===== src/rtl/loop_iter_pkg.sv =====
package loop_iter_pkg;
  localparam int FIELD_W = 4;
  localparam int CNT_W   = FIELD_W + 1;

  typedef enum logic [1:0] {
    CYC_READ    = 2'b00,
    CYC_WRITE   = 2'b01,
    CYC_REFRESH = 2'b10,
    CYC_SPARE   = 2'b11
  } cyc_e;

  // a zero field stands for the largest count, 2**FIELD_W
  function automatic logic [CNT_W-1:0] expand_count(input logic [FIELD_W-1:0] f);
    if (f == '0) return CNT_W'(1) << FIELD_W;
    return {1'b0, f};
  endfunction

  function automatic logic [CNT_W-1:0] spend(input logic [CNT_W-1:0] c);
    return (c == '0) ? c : c - CNT_W'(1);
  endfunction
endpackage


===== src/rtl/loop_field_sel.sv =====
module loop_field_sel
  import loop_iter_pkg::*;
(
  input  logic [FIELD_W-1:0] rd_field,
  input  logic [FIELD_W-1:0] wr_field,
  input  logic [FIELD_W-1:0] rf_field,
  input  logic [1:0]         cyc,
  output logic [CNT_W-1:0]   load_val
);
  logic [FIELD_W-1:0] picked;

  always_comb begin
    unique case (cyc_e'(cyc))
      CYC_READ:  picked = rd_field;
      CYC_WRITE: picked = wr_field;
      default:   picked = rf_field;
    endcase
    load_val = expand_count(picked);
  end
endmodule


===== src/rtl/loop_counter.sv =====
module loop_counter
  import loop_iter_pkg::*;
(
  input  logic             clk,
  input  logic             rst_n,
  input  logic             load,
  input  logic [CNT_W-1:0] load_val,
  input  logic             dec,
  output logic [CNT_W-1:0] cnt,
  output logic             more
);
  always_ff @(posedge clk or negedge rst_n) begin
    if (!rst_n)    cnt <= '0;
    else if (load) cnt <= load_val;
    else if (dec)  cnt <= spend(cnt);
  end

  assign more = (cnt > CNT_W'(1));
endmodule


===== src/rtl/loop_anchor.sv =====
module loop_anchor #(
  parameter int AW = 6
) (
  input  logic          clk,
  input  logic          rst_n,
  input  logic          clear,
  input  logic          mark_exec,
  input  logic [AW-1:0] addr,
  output logic          anchored,
  output logic          take_now,
  output logic [AW-1:0] ret_q,
  output logic [AW-1:0] ret_addr
);
  assign take_now = mark_exec && !anchored;
  assign ret_addr = take_now ? addr : ret_q;

  always_ff @(posedge clk or negedge rst_n) begin
    if (!rst_n) begin
      anchored <= 1'b0;
      ret_q    <= '0;
    end else if (clear) begin
      anchored <= 1'b0;
      ret_q    <= '0;
    end else if (take_now) begin
      anchored <= 1'b1;
      ret_q    <= addr;
    end
  end
endmodule


===== src/rtl/pin_share.sv =====
module pin_share (
  input  logic wait_mode,
  input  logic pin_in,
  input  logic word_gpl4,
  input  logic word_valid,
  output logic stall,
  output logic step_ok,
  output logic pin_out,
  output logic pin_oe
);
  assign stall   = wait_mode && pin_in;
  assign step_ok = word_valid && !stall;
  assign pin_oe  = !wait_mode;
  assign pin_out = wait_mode ? 1'b0 : word_gpl4;
endmodule


===== src/rtl/loop_iter_ctrl.sv =====
module loop_iter_ctrl
  import loop_iter_pkg::*;
#(
  parameter int AW = 6
) (
  input  logic               clk,
  input  logic               rst_n,
  input  logic [FIELD_W-1:0] cfg_rd_loops,
  input  logic [FIELD_W-1:0] cfg_wr_loops,
  input  logic [FIELD_W-1:0] cfg_rf_loops,
  input  logic               cfg_wait_mode,
  input  logic               start,
  input  logic [1:0]         cyc_type,
  input  logic               word_valid,
  input  logic [AW-1:0]      cur_addr,
  input  logic               loop_start,
  input  logic               loop_end,
  input  logic               word_gpl4,
  input  logic               pin_in,
  output logic               step_ok,
  output logic               branch_back,
  output logic [AW-1:0]      ret_addr,
  output logic               pin_out,
  output logic               pin_oe
);
  // named internal events, used by the bound checker
  logic             stall;
  logic             exec;
  logic             end_exec;
  logic             more;
  logic             anchored;
  logic             take_now;
  logic [CNT_W-1:0] load_val;
  logic [CNT_W-1:0] cnt;
  logic [AW-1:0]    ret_q;

  pin_share u_pin (
    .wait_mode (cfg_wait_mode),
    .pin_in    (pin_in),
    .word_gpl4 (word_gpl4),
    .word_valid(word_valid),
    .stall     (stall),
    .step_ok   (step_ok),
    .pin_out   (pin_out),
    .pin_oe    (pin_oe)
  );

  assign exec     = step_ok && !start;
  assign end_exec = exec && loop_end;

  loop_field_sel u_sel (
    .rd_field(cfg_rd_loops),
    .wr_field(cfg_wr_loops),
    .rf_field(cfg_rf_loops),
    .cyc     (cyc_type),
    .load_val(load_val)
  );

  loop_counter u_cnt (
    .clk     (clk),
    .rst_n   (rst_n),
    .load    (start),
    .load_val(load_val),
    .dec     (end_exec),
    .cnt     (cnt),
    .more    (more)
  );

  loop_anchor #(.AW(AW)) u_anchor (
    .clk      (clk),
    .rst_n    (rst_n),
    .clear    (start),
    .mark_exec(exec && loop_start),
    .addr     (cur_addr),
    .anchored (anchored),
    .take_now (take_now),
    .ret_q    (ret_q),
    .ret_addr (ret_addr)
  );

  assign branch_back = end_exec && more;
endmodule


===== config.mk =====
export PLATFORM = sky130hd
export DESIGN_NAME = loop_iter_ctrl
export DESIGN_NICKNAME = d
export VERILOG_FILES = /design/src/rtl/loop_iter_pkg.sv /design/src/rtl/loop_field_sel.sv /design/src/rtl/loop_counter.sv /design/src/rtl/loop_anchor.sv /design/src/rtl/pin_share.sv /design/src/rtl/loop_iter_ctrl.sv
export SDC_FILE = /design/constraint.sdc
export NUM_CORES = 1
export LEC_CHECK = 0
export BUFFER_PORTS_ARGS = -buffer_cell sky130_fd_sc_hd__clkbuf_2
export CORE_UTILIZATION = 44
export CTS_CLUSTER_DIAMETER = 200
export CTS_CLUSTER_SIZE = 8
export DETAILED_ROUTE_END_ITERATION = 10
export GPL_ROUTABILITY_DRIVEN = 0
export PLACE_DENSITY = 0.76
export SETUP_SLACK_MARGIN = 0.15
export SLEW_MARGIN = 20
export SYNTH_ARGS = -nofsm -noshare
export SYNTH_HDL_FRONTEND = slang
export SYNTH_SLANG_ARGS = --single-unit

===== constraint.sdc =====
create_clock -name clk -period 2.12 [get_ports clk]
set_input_delay 0.212 -clock clk [delete_from_list [all_inputs] [get_ports clk]]
set_output_delay 0.212 -clock clk [all_outputs]
set_load 0.02 [all_outputs]

# [Word-level counts from Yosys, hierarchy flattened]
# Cells that the tools add are included.
[word_totals] regBits=12 latchBits=0 ram_bits=0 rom_bits=0 in_bits=29 out_inout_bits=10 word_cells=36 memories=0
[classes] n_addsub=1 multipliers=0 div=0 n_lt_le_gt_ge=1 n_eq_ne=2 shift=0 n_mux=12 bitwise=0 reduce_logical=17
[ops] cell="5-bit 2-to-1 mux" n=5
[ops] cell="6-bit 2-to-1 mux" n=2
[ops] cell="4-bit one-hot mux with 2 select lines" n=1
[ops] cell="1-bit logical AND" n=7
[ops] cell="5-bit by 1-bit greater-than comparator with 1-bit output (second input constant)" n=1
[ops] cell="5-bit logical NOT" n=1
[ops] cell="5-bit by 1-bit subtractor with 5-bit output (second input constant)" n=1
[ops] cell="1-bit logical NOT" n=4
[ops] cell="4-bit logical NOT" n=1
[ops] cell="1-bit 2-to-1 mux" n=4
[ops] cell="2-bit nonzero test" n=2
[ops] cell="2-bit by 1-bit equality test with 1-bit output (second input constant)" n=1
[ops] cell="2-bit logical NOT" n=1
[ops] cell="2-bit inequality test (second input constant)" n=1
[ops] cell="2-bit AND reduction" n=1

# [Depth between registers and ports, before layout]
[logic_depth] word_depth=8 ltp_mapped=6

# [Modules after synthesis]
# From an unflattened synthesis, not the netlist that was laid out.
[unflattened] cells_unflattened=94 area_unflattened_um2=920.9
[by_module_without_submodules] mod="loop_anchor" instances=1 cells_each=36 area_per_inst_um2=429.2 seq_area_each_um2=175.2
[by_module_without_submodules] mod="loop_counter" instances=1 cells_each=37 area_per_inst_um2=339.1 seq_area_each_um2=125.1
[by_module_without_submodules] mod="loop_field_sel" instances=1 cells_each=14 area_per_inst_um2=98.8 seq_area_each_um2=0.0
[by_module_without_submodules] mod="loop_iter_ctrl" instances=1 cells_each=3 area_per_inst_um2=30.0 seq_area_each_um2=0.0
[by_module_without_submodules] mod="pin_share" instances=1 cells_each=4 area_per_inst_um2=23.8 seq_area_each_um2=0.0

# [Least setup slack after synthesis]
# OpenSTA, ideal clock, no wires.
[synth_path] kind="register to register" start="register u_cnt.cnt[0]" end="register u_cnt.cnt[1]" setup_ps=80 arrival_ps=1649 required_time_ps=2040 setup_slack_ps=390 stages_incl_launch_ff=7 n_path_buf=0 cell_sequence="dfrtp_1 inv_1 ha_1 or4b_1 and3_4 mux2_4 mux2i_4"
[synth_between] elab_chain_len=4 word_cells_on_any_way=7 classes_between="1 x add/sub; 1 x eq/ne; 3 x mux; 2 x reduce/logical"
[synth_lines] item="from (decl)" line_no="loop_counter.sv:9" rtl="output logic [CNT_W-1:0] cnt,"
[synth_lines] item="from (signal assigned)" line_no="loop_counter.sv:14" rtl="else if (load) cnt <= load_val;"
[synth_lines] item="from (signal assigned)" line_no="loop_counter.sv:15" rtl="else if (dec) cnt <= spend(cnt);"
[synth_lines] item="5-bit by 1-bit subtractor with 5-bit output" line_no="loop_iter_pkg.sv:19" rtl="return (c == '0) ? c : c - CNT_W'(1);"
[synth_lines] item="5-bit 2-to-1 mux" line_no="loop_iter_pkg.sv:19"
[synth_lines] item="5-bit 2-to-1 mux" line_no="loop_counter.sv:15"
[synth_lines] item="5-bit 2-to-1 mux" line_no="loop_counter.sv:14"
# Parallel ways exist; a longest one is shown, timed or not. The select of a mux whose other input is x is not followed.
# A chain may end at the register's enable or synchronous reset.

# [Final worst setup path]
[layout_path] start="register u_cnt.cnt[1]" end="register u_cnt.cnt[1]"
# Same word-level chain as after synthesis.

==> impl_metrics.yaml <==
outcome:
  outcome: "finished, violations left"
  violations: "design-rule violations"
synth:
  yosysUniqueCellTypes: 28
  yosysMostFrequentCell: "dfrtp_1"
  synthArstFlopShare_pct: 100
  syn_area_per_cell_sq_um: 9.99
  ys_ff_latch: 12
  synth_area_leader_cell: "dfrtp_1"
  synth_top_area_share_pct: 39.5
  synth_edf_count: 0
  ys_seq_area_share_pct: 39.5
  yosys-top-cells-area: "dfrtp_1 (40%), mux2_2 (10%), mux2i_1 (5.3%)"
  synth_warnings: 0
  ys.flop_type: "dfrtp_1"
  yosys-top-cells-count: "dfrtp_1 (12), mux2_2 (7), and2_1 (6)"
  synth_nets: 107
  synth_cells: 76
  synthesis.area_sq_um: 759
worst_setup_path:
  worstPathArrival_ns: 2.01
  cp_data_required_time_ns: 2.32
  r2r-start: "u_cnt.cnt[1]$_DFFE_PN0P_"
  rrSetupSlack_ns: 0.30
  critPathCaptureType: "register"
  critPathTopFamily: "simple AND/OR/NAND/NOR gates"
  max_stage_delay_ns: 0.44
  r2r_cells: 6
  crit_fanout: 3
  cp_num_buf_inv: 1
  crit_path_start_kind: "register"
  critPathKind: "reg -> reg"
  crit_chain: "inv_1 -> ha_1 -> or4b_1 -> and3_4 -> mux2_4 -> mux2i_4"
  rr_endpoint: "u_cnt.cnt[1]$_DFFE_PN0P_"
  critPathSlowestCell: "or4b_1"
cts:
  numCtsBuffers: 3
  cts_htree_levels: 1
  cts_setup_buffers: 0
  clock_sinks: 12
  clk_latency_ns: 0.27
  hold_buffers: 1
  cts.clk_slew.worst_paths_ns: 0.08
  cts_root_buffer: "clkbuf_4"
  cts_tree: "yes"
  post_cts_resized: 0
  ctsLongestPathBuffers: 2
sta:
  slew_viol_final: 0
  rsz0062_at_grt: "no"
  max-slew-margin-rel_pct: 74.9
  fin_ws_ns: 0.302
  setup_viol: 0
  period_minus_slack_ns: 1.82
  tns_ns: 0
  tightest_slew_ns: 0.367
  max_clock_freq_mhz: 550
  hold_viol: 0
  finalClockSkew_ns: 0.00337
  min_period_over_period_pct: 85.8
cells_and_area:
  final_net_count: 150
  syn_to_final_growth_pct: 33.8
  drive_gt1_share_pct: 47.5
  antenna_cells: 0
  fillCellCount: 145
  design_area_sq_um: 1020
grt:
  grt_usage_pct: 18.9
  grt_max_degree: 13
  antenna_found_initial: 0
  first_global_vias: 652
  grt-ovfl-total: 0
  grt_first_pass_wirelength_mm: 2.66
floorplanning:
  die-width_microns: 43.5
  ios: 39
  initial_core_util_pct: 48.7
  rows: 14
  coreArea_sq_um: 1560
  dieArea_sq_um: 1900
  dieHeight_microns: 43.5
placement:
  place_area_sq_um: 970
  io_buffers: 38
  post-place-ws_ns: 0.317
  dp_hpwl_mm: 1.29
detailed_routing:
  wl_per_cell_microns: 11.8
  dr_total_vias: 708
  first_iter_violations: 20
  wl_mm: 1.59
  drtAntennaViolNets: 0
  drc: 6
  vias_per_cell: 5.28
  firstDrtPassIters: 7
power_and_ir_drop:
  leakage_uw: 0.000555
  p_per_area_nw_per_um2: 582
  ir_drop_uv: 373
flow_run:
  cap_violations: 0
min_path:
  holdPathStages: 3
  min-delay-start: "loop_start"
  hp-class: "in -> reg"
  hold_path_end: "u_anchor.anchored$_DFFE_PN0P_"
state kept, by name, indices dropped and copies added, names as in the netlist:
| signal | flops |
|---|---|
| u_anchor.ret_q | 6 |
| u_cnt.cnt | 5 |
| u_anchor.anchored | 1 |
worst reg2reg max path, cell delays in order, from the launching register on:
cell and delay (ns):
dfrtp_1 0.39, inv_1 0.10, ha_1 0.19, or4b_1 0.44
and3_4 0.21, mux2_4 0.30, mux2i_4 0.12
metal layers:
metal	up-vias	global-route usage, %	routed length [microns]	share of wire, %
met5	-	0	0	0
met4	0	7.50	14	0.88
met3	2	1.25	93	5.9
met2	32	33.4	789	50
met1	324	23.8	689	43
li1	350	-	-	-
cell usage in the layout, fill, tap and decap left out:
master	instances
clkbuf_2	38
dfrtp_1	12
mux2_2	7
and2_1	6
inv_1	5
nor2_1	5
o21ai_0	5
nand2_1	5
a21oi_1	4
mux2i_1	4
clkbuf_4	3
nand3_1	2
nor2b_1	2
ha_1	2
a21boi_2	1
nor3_1	1
and3_1	1
nand4b_1	1
or3_1	1
or3_2	1
a31oi_1	1
a2111oi_0	1
o311a_2	1
a21o_1	1
or4b_1	1
and3_4	1
mux2_4	1
mux2i_4	1
xnor2_1	1
clkbuf_8	1
dlygate4sd3_1	1
buf_4	1
through the flow:
stage               std cells  hold WS [ns]  power, uW  util, %
floorplan                  76       -0.0836        352        -
global placement          129         0.110        405     62.2
finish                    134         0.189        591     65.2
detailed placement        129         0.114        412     62.2
CTS                       134         0.186        598     65.2
global route              134         0.202        628     65.2
cell families after synthesis:
logic type | Yosys count | synth area share [%]
simple gates | 27 | 20.1
compound gates | 14 | 11.9
mux | 13 | 20.6
flops | 12 | 39.5
buf+inv | 7 | 3.46
fa+ha+maj | 2 | 3.29
xor+xnor | 1 | 1.15
worst max-delay path by stage:
stage	start	endpoint	slack, ns	cells after the start
detailed placement	u_cnt.cnt[1]$_DFFE_PN0P_	u_cnt.cnt[1]$_DFFE_PN0P_	0.32	6
floorplan	u_cnt.cnt[0]$_DFFE_PN0P_	u_cnt.cnt[1]$_DFFE_PN0P_	0.39	6
CTS	u_cnt.cnt[1]$_DFFE_PN0P_	u_cnt.cnt[1]$_DFFE_PN0P_	0.30	6
global route	u_cnt.cnt[1]$_DFFE_PN0P_	u_cnt.cnt[1]$_DFFE_PN0P_	0.22	6
global placement	u_cnt.cnt[0]$_DFFE_PN0P_	u_cnt.cnt[1]$_DFFE_PN0P_	0.36	6
finish	u_cnt.cnt[1]$_DFFE_PN0P_	u_cnt.cnt[1]$_DFFE_PN0P_	0.30	6
where the power goes:
group,internal (uW),switching (uW)
logic,73.9,75.1
clock network,104,79.9
registers,245,13.8
total,423,169
cell type report:
cell class	count	area, sq um	share of cell area, %
timing repair buffer	40	208	20.4
multi-input combinational	57	433	42.6
tap	16	20.0	1.97
clock buffer	4	36.3	3.57
inverter	5	18.8	1.85
sequential	12	300	29.6
Note: power is estimated with default switching activity, not from simulation.
